`src/rtl/wtb_pkg.sv`:
```
package wtb_pkg;
    typedef enum logic [1:0] {
        SLOT_FREE  = 2'd0,
        SLOT_IDLE  = 2'd1,
        SLOT_ARMED = 2'd2
    } slot_e;
endpackage

```
`src/rtl/wtb_downcount.sv`:
```
module wtb_downcount #(
    parameter int CNT_W  = 24,
    parameter int WRAP_W = 43
) (
    input  logic              clk,
    input  logic              rst_n,
    input  logic              tick_en,
    output logic [CNT_W-1:0]  cnt_q,
    output logic [WRAP_W-1:0] wraps_q,
    output logic              underflow
);
    typedef struct packed {
        logic [CNT_W-1:0]  cnt;
        logic [WRAP_W-1:0] wraps;
    } cnt_state_t;

    cnt_state_t s_d, s_q;

    assign underflow = tick_en && (s_q.cnt == '0);

    always_comb begin
        s_d = s_q;
        if (underflow) begin
            s_d.cnt   = '1;
            s_d.wraps = s_q.wraps + WRAP_W'(1);
        end else if (tick_en) begin
            s_d.cnt = s_q.cnt - CNT_W'(1);
        end
    end

    always_ff @(posedge clk or negedge rst_n) begin
        if (!rst_n) begin
            s_q.cnt   <= '1;
            s_q.wraps <= '0;
        end else begin
            s_q <= s_d;
        end
    end

    assign cnt_q   = s_q.cnt;
    assign wraps_q = s_q.wraps;

    // underflow reloads and advances the wrap count
    a_r3_reload_wrap: assert property (@(posedge clk) disable iff (!rst_n)
        underflow |=> (cnt_q == '1) && (wraps_q == $past(wraps_q) + WRAP_W'(1)));

    // no tick, no movement
    a_r2_hold_no_tick: assert property (@(posedge clk) disable iff (!rst_n)
        !tick_en |=> $stable(cnt_q) && $stable(wraps_q));
endmodule

```
`src/rtl/wtb_alarm.sv`:
```
module wtb_alarm
    import wtb_pkg::*;
#(
    parameter int WRAP_W = 43
) (
    input  logic              clk,
    input  logic              rst_n,
    input  logic              alloc_req,
    input  logic              arm_stb,
    input  logic [WRAP_W-1:0] arm_idx,
    input  logic              underflow,
    input  logic [WRAP_W-1:0] wraps_q,
    output logic              alloc_grant,
    output logic              alarm_fire
);
    typedef struct packed {
        slot_e             slot;
        logic [WRAP_W-1:0] idx;
        logic              grant;
        logic              fire;
    } alarm_state_t;

    alarm_state_t a_d, a_q;
    logic [WRAP_W-1:0] wrap_after;

    assign wrap_after = wraps_q + WRAP_W'(1);

    always_comb begin
        a_d       = a_q;
        a_d.grant = 1'b0;
        a_d.fire  = 1'b0;
        if (alloc_req && (a_q.slot == SLOT_FREE)) begin
            a_d.slot  = SLOT_IDLE;
            a_d.grant = 1'b1;
        end
        if (arm_stb && (a_q.slot != SLOT_FREE)) begin
            a_d.slot = SLOT_ARMED;
            a_d.idx  = arm_idx;
        end else if ((a_q.slot == SLOT_ARMED) && underflow && (wrap_after > a_q.idx)) begin
            a_d.slot = SLOT_IDLE;
            a_d.fire = 1'b1;
        end
    end

    always_ff @(posedge clk or negedge rst_n) begin
        if (!rst_n) begin
            a_q.slot  <= SLOT_FREE;
            a_q.idx   <= '0;
            a_q.grant <= 1'b0;
            a_q.fire  <= 1'b0;
        end else begin
            a_q <= a_d;
        end
    end

    assign alloc_grant = a_q.grant;
    assign alarm_fire  = a_q.fire;

    logic granted_before_q;
    always_ff @(posedge clk or negedge rst_n) begin
        if (!rst_n)           granted_before_q <= 1'b0;
        else if (alloc_grant) granted_before_q <= 1'b1;
    end

    // at most one grant after reset
    a_r4_single_grant: assert property (@(posedge clk) disable iff (!rst_n)
        alloc_grant |-> !granted_before_q);

    // a pulse lasts one cycle
    a_r7_one_pulse: assert property (@(posedge clk) disable iff (!rst_n)
        alarm_fire |=> !alarm_fire);

    // no pulse without an owner
    a_r5_needs_owner: assert property (@(posedge clk) disable iff (!rst_n)
        alarm_fire |-> granted_before_q);
endmodule

```
`src/rtl/wrap_timebase.sv`:
```
module wrap_timebase #(
    parameter int CNT_W = 24,
    parameter int SHIFT = 3,
    parameter int TS_W  = 64
) (
    input  logic            clk,
    input  logic            rst_n,
    input  logic            tick_en,
    input  logic            alloc_req,
    input  logic            arm_stb,
    input  logic [TS_W-1:0] arm_target,
    output logic [TS_W-1:0] now_ts,
    output logic            alloc_grant,
    output logic            alarm_fire
);
    localparam int WRAP_W    = TS_W + SHIFT - CNT_W;
    localparam int IDX_SHIFT = CNT_W - SHIFT;
    localparam int FULL_W    = WRAP_W + CNT_W;

    logic [CNT_W-1:0]  cnt_q;
    logic [WRAP_W-1:0] wraps_q;
    logic              underflow;
    logic [FULL_W-1:0] full_ticks;

    wtb_downcount #(.CNT_W(CNT_W), .WRAP_W(WRAP_W)) u_cnt (
        .clk       (clk),
        .rst_n     (rst_n),
        .tick_en   (tick_en),
        .cnt_q     (cnt_q),
        .wraps_q   (wraps_q),
        .underflow (underflow)
    );

    // wrap count and elapsed fine ticks come from the same register edge
    assign full_ticks = {wraps_q, ~cnt_q};
    assign now_ts     = full_ticks[FULL_W-1:SHIFT];

    wtb_alarm #(.WRAP_W(WRAP_W)) u_alarm (
        .clk         (clk),
        .rst_n       (rst_n),
        .alloc_req   (alloc_req),
        .arm_stb     (arm_stb),
        .arm_idx     (arm_target[TS_W-1:IDX_SHIFT]),
        .underflow   (underflow),
        .wraps_q     (wraps_q),
        .alloc_grant (alloc_grant),
        .alarm_fire  (alarm_fire)
    );

    // checker shadow of the last accepted target
    logic            owned_q;
    logic [TS_W-1:0] tgt_q;
    always_ff @(posedge clk or negedge rst_n) begin
        if (!rst_n) begin
            owned_q <= 1'b0;
            tgt_q   <= '0;
        end else begin
            if (alloc_grant) owned_q <= 1'b1;
            if (arm_stb && (owned_q || alloc_grant)) tgt_q <= arm_target;
        end
    end

    // the timestamp never steps back
    a_r3_monotonic: assert property (@(posedge clk) disable iff (!rst_n)
        rst_n |=> now_ts >= $past(now_ts));

    // the target has been reached when the pulse appears
    a_r6_fire_after_target: assert property (@(posedge clk) disable iff (!rst_n)
        alarm_fire |-> now_ts >= tgt_q);
endmodule

```
`config.mk`:
```
export PLATFORM = sky130hd
export DESIGN_NAME = wrap_timebase
export DESIGN_NICKNAME = d
export VERILOG_FILES = /design/src/rtl/wtb_pkg.sv /design/src/rtl/wtb_downcount.sv /design/src/rtl/wtb_alarm.sv /design/src/rtl/wrap_timebase.sv
export SDC_FILE = /design/constraint.sdc
export NUM_CORES = 1
export LEC_CHECK = 0
export ABC_AREA = 1
export BUFFER_PORTS_ARGS = -buffer_cell sky130_fd_sc_hd__clkbuf_2
export CORE_MARGIN = 2
export CORE_UTILIZATION = 45
export DETAILED_ROUTE_END_ITERATION = 8
export GPL_TIMING_DRIVEN = 0
export PLACE_DENSITY = 0.77
export SYNTH_ARGS = -nofsm -noshare
export SYNTH_HDL_FRONTEND = slang
export SYNTH_SLANG_ARGS = --single-unit
```
`constraint.sdc`:
```
create_clock -name clk -period 4.7 [get_ports clk]
set_input_delay 0.235 -clock clk [delete_from_list [all_inputs] [get_ports clk]]
set_output_delay 0.235 -clock clk [all_outputs]
set_load 0.1 [all_outputs]
```
==> out/results.ini, run 1 <==
[synth]
synth_fp_nets=1085
synth_fa_ha_area_share_pct=7.68
async_reset_ff_share_pct=100
ys_top_cells_by_count=nand2_1 (250), inv_1 (166), dfrtp_1 (90), nor2_1 (83), o21ai_0 (69)
netlist_instances=971
synth_top_area_share_pct=30.7
synth-simple-area-share_pct=27.7
synth_area_leaders=dfrtp_1 (31%), nand2_1 (13%), dfstp_2 (8.6%)
synthMuxAreaShare_pct=0
ys_seq_area_share_pct=39.3
synth_xor_area_share_pct=4.06
yosysTopAreaCell=dfrtp_1
yosysUniqueCellTypes=42
synth_flop_cell=dfrtp_1
synth.cell_area_um2=7340
syn_area_per_cell_um2=7.55
synth_edf_count=0
synth_top_family_by_area=simple AND/OR/NAND/NOR gates
synth_compound_area_share_pct=10.6
synth_seq_cells=114
synth_most_common_cell=nand2_1
yosysWarnings=0

[detailed_routing]
drtPass1Iterations=5
antenna_left=0
drc_errors=0
wl_um=19900
vias=6736
routedWlPerCell_um=15.0
drt_iter0_drc=425
viasPerCell=5.06

[power_and_ir_drop]
combPwrFrac_pct=34.2
powerDensity_nw_per_um2=470
internal-power_w=0.00251
power_frac_seq_pct=32.9
p_leak_nw=4.53
p_sw_w=0.00163
p_total_w=0.00414
ir_drop_uv=534
swShare_pct=39.4
pwr-share-clk_pct=32.9

[global_routing]
use_met1_pct=31.3
met2_usage_pct=38.5
grt_max_degree=115
grtUsageMet3_pct=5.40
antenna_found_initial=0
grt_pass1_wl_um=32600
grt-ovfl-total=0
top_usage_layer=met2
grt_pass1_vias=6536
grt_use_total_pct=23.7

[final_layout]
antenna_cells=0
fin_nets=1217
drive_gt1_share_pct=20.7
synthToLayoutAreaGrowth_pct=20.1
final_cell_area_um2=8810

[clocking]
cts_max_level=4
clock_sinks=114
insertion_delay_ns=0.43
cts-root-buf=clkbuf_16
cts.reportedPaths.clkPinSlew_ns=0.05
cts_buffers=17
cts_max_path_buffers=2
post_cts_resized=0
cts_tree=built

[flow_run]
cap_violations=0

[sta]
period_minus_slack_ns=3.64
fin_skew_ns=0.0130
finalSetupViolCount=0
slew_viol_final=0
rsz0062_at_grt=no
setup_tns_ns=0
worstMarginPinSlew_ns=0.936
setup_ws_ns=1.06
fmax_ghz=0.275
relSlewSlack_pct=37.6
hold_viol=0
finalCritPeriodShare_pct=77.4

[die]
initial_core_util_pct=46.2
die_area_um2=17300
ios=135
die_height_um=132
num_rows=46
coreArea_um2=15900
dieWidth_um=132

[setup_path]
cpMostUsedCell=nand2_1
crit_slowest_cell=dfrtp_1
critPathMaxFanout=8
path_cells=ha_1 > inv_2 > nor3_4 > nand2_2 > nor2_1 > nand3_1 > nand2_1 > inv_1 > ha_1 > nand2_1 > nor2_1 > nand3_1 > nor2_1 > nand2_1 > nand3_1 > nand2_1 > nand3_1 > nand2_1
slowest_delay_ns=0.55
crit_buf_inv=2
startpoint_type=flip-flop
crit_arrival_ns=3.94
end_kind=flip-flop
crit_family=simple AND/OR/NAND/NOR gates
cp.required_ns=5.00
crit_type=reg2reg

[placed_design]
place_congestion=0.951
dpl-instance-area_um2=8180
post-place-ws_ns=1.19
hpwl_um=15400
portBuffers=112

[min_path]
hp-class=in2reg

[run_status]
outcome=finished, final reports clean

-- worst register-to-register path, delay by kind of cell, from the launching register on --
kind                       cells  cell delay [ns]
and+or+nand+nor               14             2.20
DFF                            1             0.55
adders and majority gates      2             0.61
buffers and inverters          2             0.15
-- routing by layer --
metal / part of all wire [%] / up-vias
met5: 0 / -
met4: 1.9 / 0
met3: 6.2 / 26
met2: 47 / 218
met1: 45 / 3124
li1: - / 3368
-- flip-flops by register name, indices dropped and copies added (netlist names) --
register / cells
u_alarm.a_q: 45
u_alarm.alarm_fire: 1
u_alarm.alloc_grant: 1
u_cnt.cnt_q: 24
u_cnt.wraps_q: 43
-- kinds of logic after synthesis --
logic type / count (synthesis)
AOI/OAI and AO/OA: 132
xor gates and xnor gates: 34
DFF: 114
adders and majority gates: 45
and+or+nand+nor: 456
buffers and inverters: 190
-- per-stage QoR --
stage | std cells | hold WS [ns] | utilization, %
floorplan | 971 | -0.0606 | -
global placement | 1299 | 0.443 | 51.4
detailed placement | 1299 | 0.440 | 51.5
CTS | 1332 | 0.00972 | 55.5
global route | 1332 | 0.0161 | 55.5
finish | 1332 | 0.0181 | 55.5
-- cells in the final DEF, fill, tap and decap left out, types with 25 or more instances in the layout --
cell        n
clkbuf_2  111
dfrtp_1    90
ha_1       45
inv_1     166
nand2_1   250
nand3_1    43
nand4_1    25
nor2_1     83
o21ai_0    69
xor2_1     30
-- power groups by stage --
stage          Clock (W)  Combinational (W)  Sequential (W)
6_report         0.00136            0.00142         0.00136
5_1_grt          0.00143            0.00159         0.00139
4_1_cts          0.00138            0.00143         0.00136
3_5_place_dp           0            0.00141         0.00138
3_3_place_gp           0            0.00138         0.00137
2_1_floorplan          0            0.00110         0.00136
-- path summary, 6_finish.rpt --
check / startpoint / to / slack (ns) / depth (start not counted)
setup reg to reg: u_cnt.wraps_q[0] / u_alarm.a_q[46] / 1.06 / 18
hold / removal: arm_target[60] / u_alarm.a_q[41] / 0.02 / 3
min in group asynchronous: rst_n / u_alarm.a_q[23] / 0.51 / 2
max in group asynchronous: rst_n / u_cnt.wraps_q[8] / 3.54 / 2
setup / recovery: u_cnt.wraps_q[0] / u_alarm.a_q[46] / 1.06 / 18
hold reg to reg: u_cnt.cnt_q[6] / u_cnt.cnt_q[6] / 0.50 / 2
-- layout make-up --
class | instances | area (um^2)
Fill cell | 1497 | 7080
Multi-Input combinational cell | 667 | 3670
Sequential cell | 114 | 2880
Inverter | 171 | 647
Timing Repair Buffer | 113 | 579
Clock buffer | 23 | 498
Tap cell | 216 | 270
Buffer | 19 | 134
Clock inverter | 9 | 126
-- what timing repair did --
item,4_1_cts,5_1_grt
hold buffers,1,0
hold endpoints to repair,16,0
endpoints found under the setup margin,0,0
buffers inserted,0,0
No activity file was read; power rests on OpenSTA's default activity.
==> inputs of run 2 (changes only) <==
- PLACE_DENSITY: 0.77 -> 0.79
- clock period: 4.7 -> 3.1 ns (I/O delays scaled with it)
==> out/results.ini, run 2 (synthesis results as in run 1) <==
[run_status]
outcome=finished, final reports clean

[clocking]
clock_sinks=114  ; unchanged
cts_tree=built
insertion_delay_ns=0.42  ; about the same
cts_max_level=4  ; unchanged
cts.reportedPaths.clkPinSlew_ns=0.06  ; about the same
cts-root-buf=clkbuf_16
cts_buffers=17  ; unchanged
cts_max_path_buffers=2  ; unchanged

[global_routing]
grt-ovfl-total=0  ; unchanged
antenna_found_initial=0  ; unchanged
grt_pass1_vias=6889  ; +5.4%
grt_use_total_pct=25.1  ; +1.4 points
grt_pass1_wl_um=34400  ; +5.7%
grt_max_degree=115  ; unchanged

[detailed_routing]
dr.max_layer_used=met4
wl_met1_um=9120  ; +2.0%
wl_met2_um=11000  ; +18%
routedWlPerCell_um=15.9  ; +6.4%
drt_iter0_drc=422  ; -0.71%
drtPass1Iterations=6  ; +1
drc_errors=0  ; unchanged
wl_um=22200  ; +11%
viasPerCell=5.14  ; +1.7%
wl_met3_um=1230  ; -1.3%
vias=7170  ; +6.4%
antenna_left=0  ; unchanged

[final_layout]
final_cell_mix=nand2_1 (238), inv_1 (165), clkbuf_2 (111)
fin_nets=1279  ; +5.1%
final_common_cell=nand2_1
synthToLayoutAreaGrowth_pct=33.2
drive_gt1_share_pct=28.4  ; +7.7 points
largest-register=u_alarm.a_q
utilization_pct=61.5  ; +6.1 points
largest_reg_flops=45  ; unchanged
finalNonFillerCells=1394  ; +4.7%
regArea_um2=2930  ; +1.5%
multi_input_area_um2=3970  ; +8.2%
nFillCells=1336  ; -11%
antenna_cells=0  ; unchanged

[power_and_ir_drop]
pwr-share-clk_pct=33.3  ; +0.4 points
p_total_w=0.00651  ; +57%
combPwrFrac_pct=35.0  ; +0.8 points
internal-power_w=0.00396  ; +58%
p_sw_w=0.00255  ; +56%
power_frac_seq_pct=31.7  ; -1.2 points
swShare_pct=39.2  ; -0.29 points
powerDensity_nw_per_um2=666  ; +42%
p_leak_nw=4.89  ; +7.9%
ir_drop_uv=626  ; +17%

[setup_path]
cp.required_ns=3.41  ; -1.59 ns
rr_worst_depth=21  ; +3
critPathMaxFanout=5  ; -3
end_kind=flip-flop
crit_type=reg2reg
startpoint_type=flip-flop
crit_arrival_ns=3.33  ; -0.61 ns

[flow_run]
cap_violations=0  ; unchanged

[die]
initial_core_util_pct=46.2  ; unchanged
die_height_um=132  ; unchanged
coreArea_um2=15900  ; unchanged
num_rows=46  ; unchanged
ios=135  ; unchanged
dieWidth_um=132  ; unchanged
die_area_um2=17300  ; unchanged

[sta]
fmax_ghz=0.331  ; +20%
worstMarginPinSlew_ns=0.769  ; -0.167 ns
finalSetupViolCount=0  ; unchanged
finalCritPeriodShare_pct=97.5  ; +20 points
whs_ns=0.0408  ; +0.0228 ns
relSlewSlack_pct=48.5  ; +11 points
slew_viol_final=0  ; unchanged
hold_viol=0  ; unchanged
period_minus_slack_ns=3.02  ; -0.613 ns
fin_skew_ns=0.0132  ; +0.000187 ns

[placed_design]
hpwl_um=15500  ; +0.76%
portBuffers=112  ; unchanged
dp.cells=1300  ; +0.077%
place_congestion=0.958  ; +0.75%

[min_path]
hp-class=in2reg
hold_path_depth=3  ; unchanged

==> run 2: final cells by class <==
cell class | count | share of cell area, %
multi-input cells | 667 | 40.7
flip-flops and latches | 114 | 29.9
repair buffers | 175 | 12.0
inverters | 171 | 6.64
clock buffers | 22 | 4.75
well taps | 216 | 2.77
clock inverters | 10 | 1.84
plain buffers | 19 | 1.37
==> run 2: path summary, 6_finish.rpt <==
check	startpoint	endpoint	slack, ns
worst max-delay path	u_cnt.wraps_q[0]	u_alarm.a_q[45]	0.08
worst min-delay path	arm_stb	u_alarm.a_q[46]	0.04
worst max register to register	u_cnt.wraps_q[0]	u_alarm.a_q[45]	0.08
worst min register to register	u_alarm.a_q[2]	u_alarm.a_q[2]	0.50
max in group asynchronous	rst_n	u_cnt.wraps_q[0]	2.23
min in group asynchronous	rst_n	u_alarm.a_q[25]	0.35
==> run 2: critical path, cell delays in order, from the launching register on <==
cell	delay, ns
dfrtp_4	0.46
ha_4	0.18
inv_4	0.06
nor3_4	0.24
nand2_4	0.13
nor2_4	0.13
and3_4	0.23
nand2_2	0.06
nand2_1	0.10
nand2_2	0.09
ha_4	0.28
nand2_1	0.06
nor2_2	0.12
inv_1	0.06
nor2_2	0.15
nand3_2	0.09
nor2_1	0.11
nand2_1	0.08
nand3_2	0.08
nand2_4	0.09
nand3_2	0.08
nand2_1	0.05
==> run 2: power groups by stage <==
stage,logic (W),registers (W),clock network [W]
6_report,0.00228,0.00206,0.00217
4_1_cts,0.00221,0.00206,0.00218
5_1_grt,0.00252,0.00209,0.00225
3_3_place_gp,0.00209,0.00207,0
3_5_place_dp,0.00215,0.00208,0
2_1_floorplan,0.00166,0.00207,0
==> run 2: through the flow <==
stage | setup slack (ns) | instance area, um^2 | setup TNS (ns)
6_report | 0.0760 | 9770 | 0
5_1_grt | -0.0818 | 9770 | -0.174
4_1_cts | 0.0124 | 9400 | 0
3_5_place_dp | -0.273 | 8250 | -0.741
3_3_place_gp | -0.269 | 8210 | -3.09
2_1_floorplan | 0.00438 | 7380 | 0
==> run 2: repair_timing <==
item / CTS / global route
pin swaps: 2 / 23
gates cloned: 0 / 0
endpoints found under the setup margin: 3 / 3
hold buffers: 45 / 0
endpoints found under the hold margin: 134 / 0
gates resized for setup: 6 / 63
buffers inserted: 4 / 13
==> run 2: metal layers <==
layer | vias to the layer above | track usage, %
li1 | 3471 | -
met1 | 3393 | 30.8
met2 | 256 | 42.5
met3 | 50 | 4.71
met4 | 0 | 12.1
met5 | - | 0
==> inputs of run 3 (changes only) <==
- CORE_UTILIZATION: 45 -> 55
- PLACE_DENSITY: 0.79 -> 0.84
- clock period: 3.1 -> 2.8 ns (I/O delays scaled with it)
==> out/results.ini, run 3 (synthesis results as in run 1) <==
[min_path]
hold_start=tick_en
hp-class=in2reg
hold_end=u_cnt.cnt_q[2]
hold_path_depth=3  ; unchanged

[sta]
relSlewSlack_pct=38.3  ; -10 points
worstMarginPinSlew_ns=0.925  ; +0.156 ns
slew_viol_final=0  ; unchanged
fmax_ghz=0.302  ; -8.7%
hold_viol=0  ; unchanged
finalCritPeriodShare_pct=118  ; +21 points
setup_ws_ns=-0.514  ; -0.590 ns
fin_skew_ns=0.00754  ; -0.00568 ns
period_minus_slack_ns=3.31  ; +0.290 ns
rsz0062_at_grt=yes
finalSetupViolCount=3  ; +3

[power_and_ir_drop]
p_leak_nw=5.06  ; +3.5%
ir_drop_uv=930  ; +49%
powerDensity_nw_per_um2=698  ; +4.7%

[global_routing]
grt_use_total_pct=31.6  ; +6.5 points
grtUsageMet3_pct=6.89  ; +2.2 points
antenna_found_initial=0  ; unchanged
grt_pass1_wl_um=35100  ; +1.9%
met2_usage_pct=54.2  ; +12 points
use_met1_pct=37.9  ; +7.2 points
grt_pass1_vias=7286  ; +5.8%
grt-ovfl-total=0  ; unchanged
grt_max_degree=115  ; unchanged
top_usage_layer=met2

[clocking]
cts.reportedPaths.clkPinSlew_ns=0.05  ; about the same
cts_max_level=4  ; unchanged
cts-root-buf=clkbuf_16
cts_tree=built
clock_sinks=114  ; unchanged
cts_max_path_buffers=2  ; unchanged
insertion_delay_ns=0.44  ; +0.02 ns
cts_buffers=17  ; unchanged

[setup_path]
crit_type=reg2reg
crit_arrival_ns=3.64  ; +0.31 ns
r2r_start=u_cnt.wraps_q[16]
critPathMaxFanout=6  ; +1
cpMostUsedCell=nand2_2
slowest_delay_ns=0.47  ; about the same
crit_slowest_cell=dfrtp_4
path_cells=nand2_2 > nor2_2 > nand2_1 > nor2_2 > nand2_1 > xor2_2 > inv_1 > ha_1 > nand2_1 > nor2_4 > nand4_1 > nor2_1 > a21oi_2 > nand2_4 > nand2_2 > nand2_2 > nand2_2
rrSetupSlack_ns=-0.51  ; -0.59 ns
r2r_end=u_alarm.a_q[45]
end_kind=flip-flop
cp.required_ns=3.12  ; -0.29 ns
startpoint_type=flip-flop
rr_worst_depth=17  ; -19%

[detailed_routing]
vias=7954  ; +11%
viasPerCell=5.77  ; +12%
drt_iter0_drc=1121  ; +170%
antenna_left=0  ; unchanged
routedWlPerCell_um=18.5  ; +16%
drc_errors=12  ; +12
wl_um=25600  ; +15%
drtPass1Iterations=9  ; +3

[placed_design]
portBuffers=112  ; unchanged
hpwl_um=15100  ; -2.8%
dp.cells=1259  ; -3.2%
place_congestion=0.961  ; +0.35%

[final_layout]
synthToLayoutAreaGrowth_pct=39.1
largest-register=u_alarm.a_q
finalNonFillerCells=1379  ; -1.1%
fin_nets=1304  ; +2.0%
nFillCells=789  ; -41%
final_common_cell=nand2_1
antenna_cells=0  ; unchanged
largest_reg_flops=45  ; unchanged
final_cell_mix=nand2_1 (221), inv_1 (158), clkbuf_2 (111)
drive_gt1_share_pct=34.2  ; +5.8 points
utilization_pct=77.7  ; +16 points
multi_input_area_um2=4260  ; +7.3%
regArea_um2=3000  ; +2.4%

[die]
initial_core_util_pct=55.8  ; +9.7 points
die_height_um=119  ; -9.3%
coreArea_um2=13100  ; -17%
die_area_um2=14300  ; -18%
ios=135  ; unchanged
num_rows=42  ; -8.7%
dieWidth_um=119  ; -9.3%

[run_status]
outcome=complete, but fails checks
violations=design-rule violations, negative setup slack

[flow_run]
cap_violations=0  ; unchanged

[run 3: how the worst max path moves through the flow]
stage	start	to	slack (ns)
2_1_floorplan	u_cnt.wraps_q[0]	u_alarm.a_q[45]	-0.04
3_3_place_gp	rst_n	u_cnt.wraps_q[3]	-0.53
3_5_place_dp	u_cnt.wraps_q[0]	u_alarm.a_q[45]	-0.39
4_1_cts	u_cnt.wraps_q[0]	u_alarm.a_q[45]	-0.11
5_1_grt	u_cnt.wraps_q[16]	u_alarm.a_q[45]	-0.57
6_report	u_cnt.wraps_q[16]	u_alarm.a_q[45]	-0.51
[run 3: area by class of cell]
class | instances | share of cell area [%]
multi-input cells | 667 | 41.8
flip-flops and latches | 114 | 29.3
repair buffers | 200 | 13.3
inverters | 171 | 6.50
clock buffers | 28 | 5.37
well taps | 176 | 2.16
plain buffers | 19 | 1.31
clock inverters | 4 | 0.196
[run 3: per-layer routing]
layer / up-vias / wire, um / part of all wire, %
li1: 3521 / - / -
met1: 3683 / 9210 / 36
met2: 573 / 12000 / 47
met3: 177 / 2610 / 10
met4: 0 / 1720 / 6.7
met5: - / 0 / 0
[run 3: power breakdown]
part / switching, W / internal [W]
clock network: 0.000769 / 0.00132
logic: 0.00201 / 0.000733
registers: 0.000205 / 0.00209
total: 0.00298 / 0.00414
[run 3: timing repair]
| action | CTS | global route |
|---|---|---|
| resized for setup | 42 | 96 |
| endpoints found under the hold margin | 134 | 0 |
| setup buffers | 16 | 28 |
| hold buffers | 45 | 0 |
| setup endpoints to repair | 3 | 3 |
| pin swaps | 24 | 52 |
[run 3: stage by stage]
stage | hold slack, ns | setup WS, ns | power (W) | setup TNS [ns] | instance area [um^2]
floorplan | -0.156 | -0.0355 | 0.00413 | -0.0694 | 7470
global placement | 0.345 | -0.527 | 0.00459 | -22.92 | 8250
detailed placement | 0.333 | -0.388 | 0.00468 | -1.05 | 8260
CTS | 0.0177 | -0.114 | 0.00686 | -0.277 | 9570
global route | 0.0441 | -0.567 | 0.00748 | -1.54 | 10200
finish | 0.0336 | -0.514 | 0.00712 | -1.40 | 10200
[run 3: critical path, delay by kind of cell, from the launching register on]
kind                     cells  cell delay [ns]
adder cells (fa/ha/maj)      1             0.29
AND/OR/NAND/NOR             13             2.07
flip-flops                   1             0.47
AO/OA/AOI/OAI                1             0.09
buffers and inverters        1             0.06
XOR/XNOR                     1             0.19
